### config.mk
export PLATFORM = sky130hd
export DESIGN_NAME = spdif_subframe_encoder
export DESIGN_NICKNAME = d
export VERILOG_FILES = /design/src/rtl/spdif_enc_pkg.sv /design/src/rtl/spdif_enc_control.sv /design/src/rtl/spdif_enc_datapath.sv /design/src/rtl/spdif_subframe_encoder.sv
export SDC_FILE = /design/constraint.sdc
export NUM_CORES = 1
export LEC_CHECK = 0
export ABC_AREA = 1
export ABC_CLOCK_PERIOD_IN_PS = 3760
export BUFFER_PORTS_ARGS = -buffer_cell sky130_fd_sc_hd__buf_2
export CAP_MARGIN = 20
export CELL_PAD_IN_SITES_DETAIL_PLACEMENT = 1
export CELL_PAD_IN_SITES_GLOBAL_PLACEMENT = 1
export CORE_MARGIN = 10
export CORE_UTILIZATION = 43
export DETAILED_ROUTE_END_ITERATION = 16
export GPL_TIMING_DRIVEN = 0
export MAX_ROUTING_LAYER = met4
export PLACE_DENSITY_LB_ADDON = 0.1
export SYNTH_ARGS = -nofsm -noshare
export SYNTH_HDL_FRONTEND = slang
export SYNTH_HIERARCHICAL = 1
export SYNTH_SLANG_ARGS = --single-unit
### constraint.sdc
create_clock -name clk -period 3.76 [get_ports clk]
set_input_delay 0.188 -clock clk [delete_from_list [all_inputs] [get_ports clk]]
set_output_delay 0.188 -clock clk [all_outputs]
set_load 0.02 [all_outputs]
### src/rtl/spdif_enc_pkg.sv
package spdif_enc_pkg;
  localparam int SAMPLE_W        = 24;
  localparam int SLOTS_PER_SUB   = 32;
  localparam int PRE_SLOTS       = 4;
  localparam int CELLS_PER_SLOT  = 2;
  localparam int SUBS_PER_FRAME  = 2;
  localparam int CELLS_PER_FRAME = SUBS_PER_FRAME * SLOTS_PER_SUB * CELLS_PER_SLOT;
  localparam int CELL_W          = $clog2(CELLS_PER_FRAME);
  localparam int SLOT_W          = $clog2(SLOTS_PER_SUB);
  localparam int PRE_CELL_W      = $clog2(PRE_SLOTS * CELLS_PER_SLOT);
  localparam int PAYLOAD_W       = SLOTS_PER_SUB - PRE_SLOTS;

  // preamble cell patterns, first cell in the MSB, for a low preceding cell
  localparam logic [7:0] PRE_BLOCK = 8'b11101000;
  localparam logic [7:0] PRE_CHA   = 8'b11100010;
  localparam logic [7:0] PRE_CHB   = 8'b11100100;

  typedef struct packed {
    logic              cellEnd;     // last clock of the current cell
    logic              load;        // capture inputs for the next frame
    logic              blockStart;  // frame holding nextCell has index 0
    logic [CELL_W-1:0] nextCell;    // cell index that starts after cellEnd
  } encStrobe_t;
endpackage

### src/rtl/spdif_enc_control.sv
module spdif_enc_control
  import spdif_enc_pkg::*;
#(
  parameter int CLKS_PER_CELL    = 2,
  parameter int FRAMES_PER_BLOCK = 192,
  parameter int FRAME_W          = $clog2(FRAMES_PER_BLOCK)
) (
  input  logic               clk,
  input  logic               rstN,
  output encStrobe_t         strobe,
  output logic [FRAME_W-1:0] frameIdx
);
  localparam int DIV_W = (CLKS_PER_CELL > 1) ? $clog2(CLKS_PER_CELL) : 1;
  localparam logic [DIV_W-1:0]   LAST_DIV   = DIV_W'(CLKS_PER_CELL - 1);
  localparam logic [CELL_W-1:0]  LAST_CELL  = CELL_W'(CELLS_PER_FRAME - 1);
  localparam logic [FRAME_W-1:0] LAST_FRAME = FRAME_W'(FRAMES_PER_BLOCK - 1);

  logic [DIV_W-1:0]   divQ;
  logic [CELL_W-1:0]  cellQ;
  logic [FRAME_W-1:0] frameQ;
  logic [FRAME_W-1:0] frameNext;
  logic               cellEnd;
  logic               frameEnd;

  assign cellEnd   = (divQ == LAST_DIV);
  assign frameEnd  = cellEnd && (cellQ == LAST_CELL);
  assign frameNext = (frameQ == LAST_FRAME) ? '0 : frameQ + 1'b1;

  // reset parks the counters on the last clock of a virtual frame 191
  always_ff @(posedge clk) begin
    if (!rstN) begin
      divQ   <= LAST_DIV;
      cellQ  <= LAST_CELL;
      frameQ <= LAST_FRAME;
    end else begin
      divQ <= cellEnd ? '0 : divQ + 1'b1;
      if (cellEnd) cellQ <= cellQ + 1'b1;
      if (frameEnd) frameQ <= frameNext;
    end
  end

  always_comb begin
    strobe.cellEnd    = cellEnd;
    strobe.load       = frameEnd;
    strobe.nextCell   = cellQ + 1'b1;
    strobe.blockStart = (cellQ == LAST_CELL) ? (frameNext == '0) : (frameQ == '0);
  end

  assign frameIdx = frameQ;

  // counter never leaves its range
  a_r8_frame_range: assert property (@(posedge clk) disable iff (!rstN)
    frameIdx <= LAST_FRAME);

  // each load is followed by a one-step advance with wrap
  a_r8_frame_step: assert property (@(posedge clk) disable iff (!rstN)
    strobe.load |=> frameIdx == (($past(frameIdx) == LAST_FRAME) ? '0 : $past(frameIdx) + 1'b1));

  // load is a single-clock pulse
  a_r1_load_pulse: assert property (@(posedge clk) disable iff (!rstN)
    strobe.load |=> !strobe.load);
endmodule

### src/rtl/spdif_enc_datapath.sv
module spdif_enc_datapath
  import spdif_enc_pkg::*;
(
  input  logic                clk,
  input  logic                rstN,
  input  encStrobe_t          strobe,
  input  logic [SAMPLE_W-1:0] leftSample,
  input  logic [SAMPLE_W-1:0] rightSample,
  input  logic                leftStatus,
  input  logic                rightStatus,
  output logic                lineOut
);
  logic [SUBS_PER_FRAME-1:0][SAMPLE_W-1:0]  sampleIn;
  logic [SUBS_PER_FRAME-1:0]                statusIn;
  logic [SUBS_PER_FRAME-1:0][PAYLOAD_W-1:0] payload;

  assign sampleIn = {rightSample, leftSample};
  assign statusIn = {rightStatus, leftStatus};

  // one held sample and status bit per subframe, payload word = slots 4..31
  for (genvar ch = 0; ch < SUBS_PER_FRAME; ch++) begin : g_chan
    logic [SAMPLE_W-1:0] heldSample;
    logic                heldStatus;

    always_ff @(posedge clk) begin
      if (!rstN) begin
        heldSample <= '0;
        heldStatus <= 1'b0;
      end else if (strobe.load) begin
        heldSample <= sampleIn[ch];
        heldStatus <= statusIn[ch];
      end
    end

    // parity, status, user = 0, validity = 0, audio LSB first
    assign payload[ch] = {^{heldStatus, heldSample}, heldStatus, 1'b0, 1'b0, heldSample};
  end

  logic                  lineQ;
  logic                  preInv;
  logic                  subB;
  logic [SLOT_W-1:0]     slotIdx;
  logic [SLOT_W-1:0]     payIdx;
  logic [PRE_CELL_W-1:0] preCell;
  logic                  inPreamble;
  logic                  preStart;
  logic                  payBit;
  logic [7:0]            prePattern;
  logic                  invNow;
  logic                  nextLevel;

  assign subB       = strobe.nextCell[CELL_W-1];
  assign slotIdx    = strobe.nextCell[CELL_W-2:1];
  assign preCell    = strobe.nextCell[PRE_CELL_W-1:0];
  assign inPreamble = (strobe.nextCell[CELL_W-2:PRE_CELL_W] == '0);
  assign preStart   = inPreamble && (preCell == '0);
  assign payIdx     = slotIdx - SLOT_W'(PRE_SLOTS);
  assign payBit     = payload[subB][payIdx];

  always_comb begin
    if (subB)                   prePattern = PRE_CHB;
    else if (strobe.blockStart) prePattern = PRE_BLOCK;
    else                        prePattern = PRE_CHA;
    invNow = preStart ? lineQ : preInv;
    if (inPreamble)               nextLevel = prePattern[~preCell] ^ invNow;
    else if (strobe.nextCell[0])  nextLevel = lineQ ^ payBit;
    else                          nextLevel = ~lineQ;
  end

  always_ff @(posedge clk) begin
    if (!rstN) begin
      lineQ  <= 1'b0;
      preInv <= 1'b0;
    end else if (strobe.cellEnd) begin
      lineQ <= nextLevel;
      if (preStart) preInv <= lineQ;
    end
  end

  assign lineOut = lineQ;

  // the line only moves at cell ends
  a_r1_cell_hold: assert property (@(posedge clk) disable iff (!rstN)
    !strobe.cellEnd |=> $stable(lineOut));

  // level change at the first preamble cell
  a_r6_preamble_edge: assert property (@(posedge clk) disable iff (!rstN)
    (strobe.cellEnd && preStart) |=> lineOut != $past(lineOut));

  // level change at every coded slot boundary
  a_r7_slot_edge: assert property (@(posedge clk) disable iff (!rstN)
    (strobe.cellEnd && !inPreamble && !strobe.nextCell[0]) |=> lineOut != $past(lineOut));

  // even parity returns each subframe to the level its preamble ended on (low)
  a_r4_even_close: assert property (@(posedge clk) disable iff (!rstN)
    (strobe.cellEnd && preStart) |-> !lineOut);
endmodule

### src/rtl/spdif_subframe_encoder.sv
module spdif_subframe_encoder
  import spdif_enc_pkg::*;
#(
  parameter int CLKS_PER_CELL    = 2,
  parameter int FRAMES_PER_BLOCK = 192
) (
  input  logic                                clk,
  input  logic                                rstN,
  input  logic [SAMPLE_W-1:0]                 leftSample,
  input  logic [SAMPLE_W-1:0]                 rightSample,
  input  logic                                leftStatus,
  input  logic                                rightStatus,
  output logic                                loadReq,
  output logic [$clog2(FRAMES_PER_BLOCK)-1:0] frameIdx,
  output logic                                lineOut
);
  localparam int FRAME_W = $clog2(FRAMES_PER_BLOCK);

  encStrobe_t strobe;

  spdif_enc_control #(
    .CLKS_PER_CELL   (CLKS_PER_CELL),
    .FRAMES_PER_BLOCK(FRAMES_PER_BLOCK),
    .FRAME_W         (FRAME_W)
  ) u_ctrl (
    .clk     (clk),
    .rstN    (rstN),
    .strobe  (strobe),
    .frameIdx(frameIdx)
  );

  spdif_enc_datapath u_dp (
    .clk        (clk),
    .rstN       (rstN),
    .strobe     (strobe),
    .leftSample (leftSample),
    .rightSample(rightSample),
    .leftStatus (leftStatus),
    .rightStatus(rightStatus),
    .lineOut    (lineOut)
  );

  assign loadReq = strobe.load;
endmodule

==> summary.txt, run 1 <==
Vias per std cell = 5.203
Placed insts = 924
Synth Register Bits = 68
Clock Tree Buf Depth = 2
Critical path type = register to register
Clock sink count = 68
Largest net degree at the start of global routing = 13
Setup tns final = 0 ps
Die Wd = 121.5 um
Final Hold Vio Count = 0
Min-Delay Endpoint = u_dp/g_chan[0].heldSample[1]$_SDFFE_PN0P_
H-tree depth = 3
Syn_area_per_cell = 6.066 um2
Crit path largest cell delay = 560 ps
Initial antenna violation count = 0
Least-Margin Pin Slew = 657.2 ps
Crit Reg-Reg Endpoint = u_dp/lineOut$_SDFFE_PN0P_
Per-cell routed wire length = 16.09 um
Critical path's top delay family = simple AND/OR/NAND/NOR gates
Crit path top cell by count = nand2_1
P per Cell Area = 567.7 mW/mm2
GRT Total Usage = 21.22%
# resized after CTS = 0
Crit path from = u_ctrl/cellQ[0]$_SDFFE_PN1P_
TritonCTS Buffers = 9
DRC errors left = 0
Leakage Power = 2.591 nW
Die Height = 121.5 um
WP buf/inv = 1
Initial DRC Count = 167
CP required = 4050 ps
Nets = 860
Vias in the first global route = 5135
Post-synth ARST share = 0%
Syn Nets = 788
Worst-path clk slew = 80 ps
First-pass GRT wire length = 24750 um
CP arrival = 3120 ps
Yosys top cell area share = 30.74%
CP max stage cell = xor2_1
Post-synthesis sequential area ratio = 30.74%
Global route overflow = 0
I/O pin count = 62
WHS Path Cells = 3
FF-to-FF Start = u_ctrl/cellQ[0]$_SDFFE_PN1P_
Netlist Area Pre-Place = 0.004428 mm2
Final worst path period need = 2834 ps
Yosys warning count = 6
CP max FO = 7
Vias = 4891
Clk Latency, worst-skew pair = 350 ps
Endpoints failing setup = 0
Top post-synthesis cells by count = nand2_1, o21ai_0, inv_1
Flop-to-flop setup slack = 930 ps
Max_slew headroom = 56.04%
Port Buffers = 61
Maximum clock rate = 352.9 MHz
Post-Syn Instances = 730
Layout area overhead = 15.43%
Initial Util = 44.68%
Multi-input gate area = 0.002554 mm2
Final worst setup slack = 926.3 ps
WHS = 69.98 ps
CTS tree = done
# rows = 36
Worst vdd rail ir drop = 0.2680 mV
Post-DP Area = 0.004900 mm2
Post-synth EDFFs = 0
Largest family of logic cells by synthesized area = simple AND/OR/NAND/NOR gates
Fin area = 0.005111 mm2
Fin crit share = 75.37%
N_diodes = 0
First drt pass iteration count = 5
Antenna Nets Post-Route = 0
Post-Synth Simple-Gate Area = 33.00%
Cell with the most instances after synthesis = nand2_1
Cts hold-fix bufs = 0
Worst-path cell chain = nand2_1 > nor2_1 > xor2_1 > inv_1 > ha_1 > nor4_1 > nand2_1 > nand2_1 > nand2_2 > nand2_1 > nand2_1 > nand2_1 > nand2_1 > a21oi_2
Final HPWL DP = 12090 um
Final Max Tran Viols = 0
RePlAce Congestion = 0.9745
Area contributors post-synth = dfxtp_1, nand2_1, o21ai_0
Worst R2R Path Depth = 14
Routed wire length = 15130 um
Crit start category = register
Mux cell area share after synthesis = 0%
Hold Crit Class = input port to register
Core Area = 0.009910 mm2
Postcts setup bufs = 0
Fillers = 1444
Place WS = 963.9 ps
Post-synthesis compound-gate area fraction = 21.39%
Main flop type after synthesis = dfxtp_1
Reg area = 0.001361 mm2
Crit. End Element = register
Root Buffer = clkbuf_8
Unique masters post-synth = 35
Area of the die = 0.01476 mm2
Layout cells sized above 1 = 15.24%
Synth Area in Adders = 1.695%
Worst Skew = 6.535 ps
Finished Layout Cells = 940
Status = completed
Max Cap Viol = 0
Xor/xnor share of the synthesized area = 1.582%
HP Start = leftSample[1]
Yosys top cell by area = dfxtp_1
RSZ-0062 raised after global routing = no
==> worst max-delay path by stage <==
stage                     cells past startpoint  slack, ps                        end
after global routing                         14        620  u_dp/lineOut$_SDFFE_PN0P_
after global placement                       14       1130  u_dp/lineOut$_SDFFE_PN0P_
after floorplan                              18       1460  u_dp/lineOut$_SDFFE_PN0P_
after CTS                                    14        930  u_dp/lineOut$_SDFFE_PN0P_
final                                        14        930  u_dp/lineOut$_SDFFE_PN0P_
after detailed placement                     14        960  u_dp/lineOut$_SDFFE_PN0P_
==> layout make-up <==
type,count,share of cell area (%)
Timing Repair Buffer,61,5.973
Tap cell,133,3.256
Inverter,91,6.781
Multi-Input combinational cell,543,49.96
Clock inverter,5,1.175
Sequential cell,68,26.63
Buffer,28,3.256
Clock buffer,11,2.962
==> through the flow <==
stage	total power, W	utilization (%)
floorplan	0.001881	-
global placement	0.002179	49.44
detailed placement	0.002247	49.44
CTS	0.002909	51.58
global route	0.003143	51.58
finish	0.002901	51.58
==> worst register-to-register path, cell delays in order, from the launching register on <==
cell and delay (ps):
dfxtp_1 390, nand2_1 70, nor2_1 180, xor2_1 560, inv_1 280, ha_1 430
nor4_1 280, nand2_1 90, nand2_1 100, nand2_2 70, nand2_1 60, nand2_1 50
nand2_1 50, nand2_1 60, a21oi_2 110
==> logic make-up (layout without fill, tap and decap cells) <==
logic type	after synthesis	count (layout)
compound gates	177	177
xor+xnor	8	8
fa+ha+maj	6	6
buf+inv	119	196
flops	68	68
simple gates	352	352
==> flip-flops by register name, summed over array words and instances, names as in the netlist <==
name                    flops
u_ctrl/cellEnd              1
u_ctrl/cellQ                7
u_ctrl/frameIdx             8
u_dp/g_chan.heldSample     48
u_dp/g_chan.heldStatus      2
u_dp/lineOut                1
u_dp/preInv                 1
==> cell usage in the layout, fill, tap and decap left out, types with 5 or more instances in the layout <==
master,netlist,final
nand3_1,35,35
inv_1,76,76
buf_2,3,64
ha_1,6,6
o211ai_1,5,5
a21oi_1,75,75
nand2_1,265,265
clkbuf_8,2,13
inv_2,14,14
nand4_1,6,6
nor2_2,5,5
dfxtp_1,68,68
o21ai_1,5,5
clkbuf_1,16,16
o21ai_0,79,79
nor2_1,28,28
==> layer usage <==
layer | vias to the layer above | track usage, % | wire length (um)
met4 | 0 | 5.812 | 193
met1 | 2305 | 24.58 | 6770
met2 | 81 | 37.42 | 7593
met5 | - | - | 0
li1 | 2490 | - | -
met3 | 15 | 2.839 | 571
==> power breakdown <==
part | leakage [nW] | switching (W) | internal (W) | total [W]
Sequential | 0.557 | 0.000105 | 0.000817 | 0.000921
Combinational | 1.94 | 0.000885 | 0.000451 | 0.00134
Clock | 0.0938 | 0.000302 | 0.000342 | 0.000644
Note: power is estimated with default switching activity, not from simulation.
==> run 2, diff against run 1 <==
--- a/config.mk
+++ b/config.mk
@@ -6,13 +6,13 @@
 export NUM_CORES = 1
 export LEC_CHECK = 0
 export ABC_AREA = 1
-export ABC_CLOCK_PERIOD_IN_PS = 3760
+export ABC_CLOCK_PERIOD_IN_PS = 2400
 export BUFFER_PORTS_ARGS = -buffer_cell sky130_fd_sc_hd__buf_2
 export CAP_MARGIN = 20
 export CELL_PAD_IN_SITES_DETAIL_PLACEMENT = 1
 export CELL_PAD_IN_SITES_GLOBAL_PLACEMENT = 1
 export CORE_MARGIN = 10
-export CORE_UTILIZATION = 43
+export CORE_UTILIZATION = 36
 export DETAILED_ROUTE_END_ITERATION = 16
 export GPL_TIMING_DRIVEN = 0
 export MAX_ROUTING_LAYER = met4
==> constraint.sdc (replaced) <==
create_clock -name clk -period 2.4 [get_ports clk]
set_input_delay 0.12 -clock clk [delete_from_list [all_inputs] [get_ports clk]]
set_output_delay 0.12 -clock clk [all_outputs]
set_load 0.02 [all_outputs]
==> run 2 against run 1 <==
  * The flow now finishes with violations (setup timing)
  * Power up 77%
  * Cell area up 6.9%
  * Critical path type unchanged
  * Via count up 2.3%
  * Combinational power up 72%
  * Highest routed layer unchanged
  * Critical endpoint unchanged
  * Worst setup slack worse by 1000 ps
  * Core utilization down 6.1 points
  * Wire length up 3.7%
  * Non-clock buffer count up 12
==> summary.txt, run 2 (synthesized netlist as in run 1, its figures left out) <==
Status = finished with violations
Failing checks = setup timing
First-pass GRT wire length = 25470 um (+2.9%)
Clk Latency, worst-skew pair = 340 ps (about the same)
Antenna Nets Post-Route = 0 (unchanged)
Layout area overhead = 23.42%
CP arrival = 2790 ps (-330 ps)
CTS tree = done
Endpoints failing setup = 1 (+1)
Worst-path clk slew = 60 ps (-20 ps)
Final Hold Vio Count = 0 (unchanged)
Crit. End Element = register
Leakage Power = 2.724 nW (+5.2%)
Routed wire length = 15690 um (+3.7%)
Maximum clock rate = 397.8 MHz (+13%)
Top reg by flops = u_dp/g_chan.heldSample
Crit start category = register
Post-DP Area = 0.004917 mm2 (+0.36%)
DRC errors left = 0 (unchanged)
RePlAce Congestion = 0.8905 (-8.6%)
Finished Layout Cells = 966 (+2.8%)
GRT Total Usage = 19.33% (-1.9 points)
Final Util = 45.50% (-6.1 points)
First drt pass iteration count = 4 (-1)
Root Buffer = clkbuf_16
Initial DRC Count = 212 (+27%)
Least-Margin Pin Slew = 588.7 ps (-68.51 ps)
Final HPWL DP = 12050 um (-0.35%)
Die Height = 130.9 um (+7.8%)
Worst vdd rail ir drop = 0.3610 mV (+35%)
Final worst path period need = 2514 ps (-319.7 ps)
Fin area = 0.005465 mm2 (+6.9%)
Placed insts = 938 (+1.5%)
Final worst setup slack = -114.1 ps (-1040 ps)
RSZ-0062 raised after global routing = yes
Place WS = -323.3 ps (-1287 ps)
Layout cells sized above 1 = 19.78% (+4.5 points)
Initial antenna violation count = 0 (unchanged)
Max_slew headroom = 60.75% (+4.7 points)
P per Cell Area = 937.4 mW/mm2 (+65%)
Vias = 5002 (+2.3%)
Clock Tree Buf Depth = 2 (unchanged)
Largest register FFs = 48 (unchanged)
Fin crit share = 104.8% (+29 points)
Critical path type = register to register
Most frequent cells in the layout = nand2_1, o21ai_0, inv_1
Core Area = 0.01201 mm2 (+21%)
Commonest non-fill, non-tap cell in the layout = nand2_1
Initial Util = 36.86% (-7.8 points)
Largest regs = u_dp/g_chan.heldSample: 48 flops, u_ctrl/frameIdx: 8 flops, u_ctrl/cellQ: 7 flops
Max Cap Viol = 0 (unchanged)
Area of the die = 0.01714 mm2 (+16%)
H-tree depth = 3 (unchanged)
Flop-to-flop setup slack = -110 ps (-1040 ps)
Clock sink count = 68 (unchanged)
Port Buffers = 61 (unchanged)
Vias per std cell = 5.178 (-0.48%)
Die Wd = 130.9 um (+7.8%)
CP max FO = 5 (-2)
Final Max Tran Viols = 0 (unchanged)
N_diodes = 0 (unchanged)
Vias in the first global route = 5218 (+1.6%)
Largest net degree at the start of global routing = 13 (unchanged)
Fillers = 1627 (+13%)
TritonCTS Buffers = 9 (unchanged)
Global route overflow = 0 (unchanged)
# rows = 40 (+11%)
Worst Skew = 8.478 ps (+1.943 ps)
Nets = 872 (+1.4%)
Hold Crit Class = input port to register
I/O pin count = 62 (unchanged)
Per-cell routed wire length = 16.25 um (+0.95%)
CP required = 2670 ps (-1380 ps)
[run 2: worst paths after layout]
path              cells past startpoint                                       from                                         end
hold reg to reg                       2  u_dp/g_chan[1].heldSample[1]$_SDFFE_PN0P_   u_dp/g_chan[1].heldSample[1]$_SDFFE_PN0P_
setup / recovery                     20               u_ctrl/cellQ[0]$_SDFFE_PN1P_                   u_dp/lineOut$_SDFFE_PN0P_
hold / removal                        3                             leftSample[18]  u_dp/g_chan[0].heldSample[18]$_SDFFE_PN0P_
setup reg to reg                     20               u_ctrl/cellQ[0]$_SDFFE_PN1P_                   u_dp/lineOut$_SDFFE_PN0P_
[run 2: cell type report]
type | count | area, um2 | area share, %
Clock inverter | 6 | 63.81 | 1.168
Sequential cell | 68 | 1364 | 24.95
Inverter | 91 | 350.3 | 6.410
Multi-Input combinational cell | 543 | 2666 | 48.79
Timing Repair Buffer | 73 | 417.9 | 7.647
Tap cell | 147 | 183.9 | 3.365
Clock buffer | 10 | 239.0 | 4.373
Buffer | 28 | 180.2 | 3.297
[run 2: repair_timing]
| item | 4_1_cts | 5_1_grt |
|---|---|---|
| setup endpoints to repair | 51 | 43 |
| buffers inserted | 7 | 2 |
| pin swaps | 22 | 12 |
| cloned | 2 | 0 |
| endpoints found under the hold margin | 1 | 0 |
| hold buffers | 1 | 0 |
| gates resized for setup | 29 | 19 |
[run 2: critical path, stage by stage, from the launching register on]
cell and delay [ps]:
dfxtp_2 360, ha_4 160, nand2_4 60, nor2_4 140
nand3_2 70, nand2_1 60, and2_4 180, buf_6 140
buf_8 130, nor2_2 50, a21oi_2 90, nor2_1 70
o311ai_2 300, nand3_2 110, nand2_2 80, nand2_2 60
nand2_1 70, nand2_1 50, nand2_1 80, nand2_2 70
a21oi_2 110
[run 2: power breakdown]
group	internal (W)	switching, W	leakage, nW
clock network	0.000830	0.000528	0.144
logic	0.000834	0.00148	2.02
registers	0.00128	0.000170	0.557
[run 2: per-layer routing]
layer	vias up	track usage [%]	wire, um
li1	2520	-	-
met1	2362	22.12	6804
met2	89	33.18	7642
met3	31	3.465	715
met4	0	6.998	531
met5	-	-	0
[run 2: through the flow]
stage / hold slack (ps) / power (W) / setup TNS (ps)
after global routing: 12.51 / 0.005518 / -312.2
after global placement: 341.3 / 0.003427 / -4286
after floorplan: 254.9 / 0.002947 / 0
final: 6.857 / 0.005123 / -114.1
after CTS: 2.129 / 0.005058 / -18.54
after detailed placement: 358.2 / 0.003529 / -4876
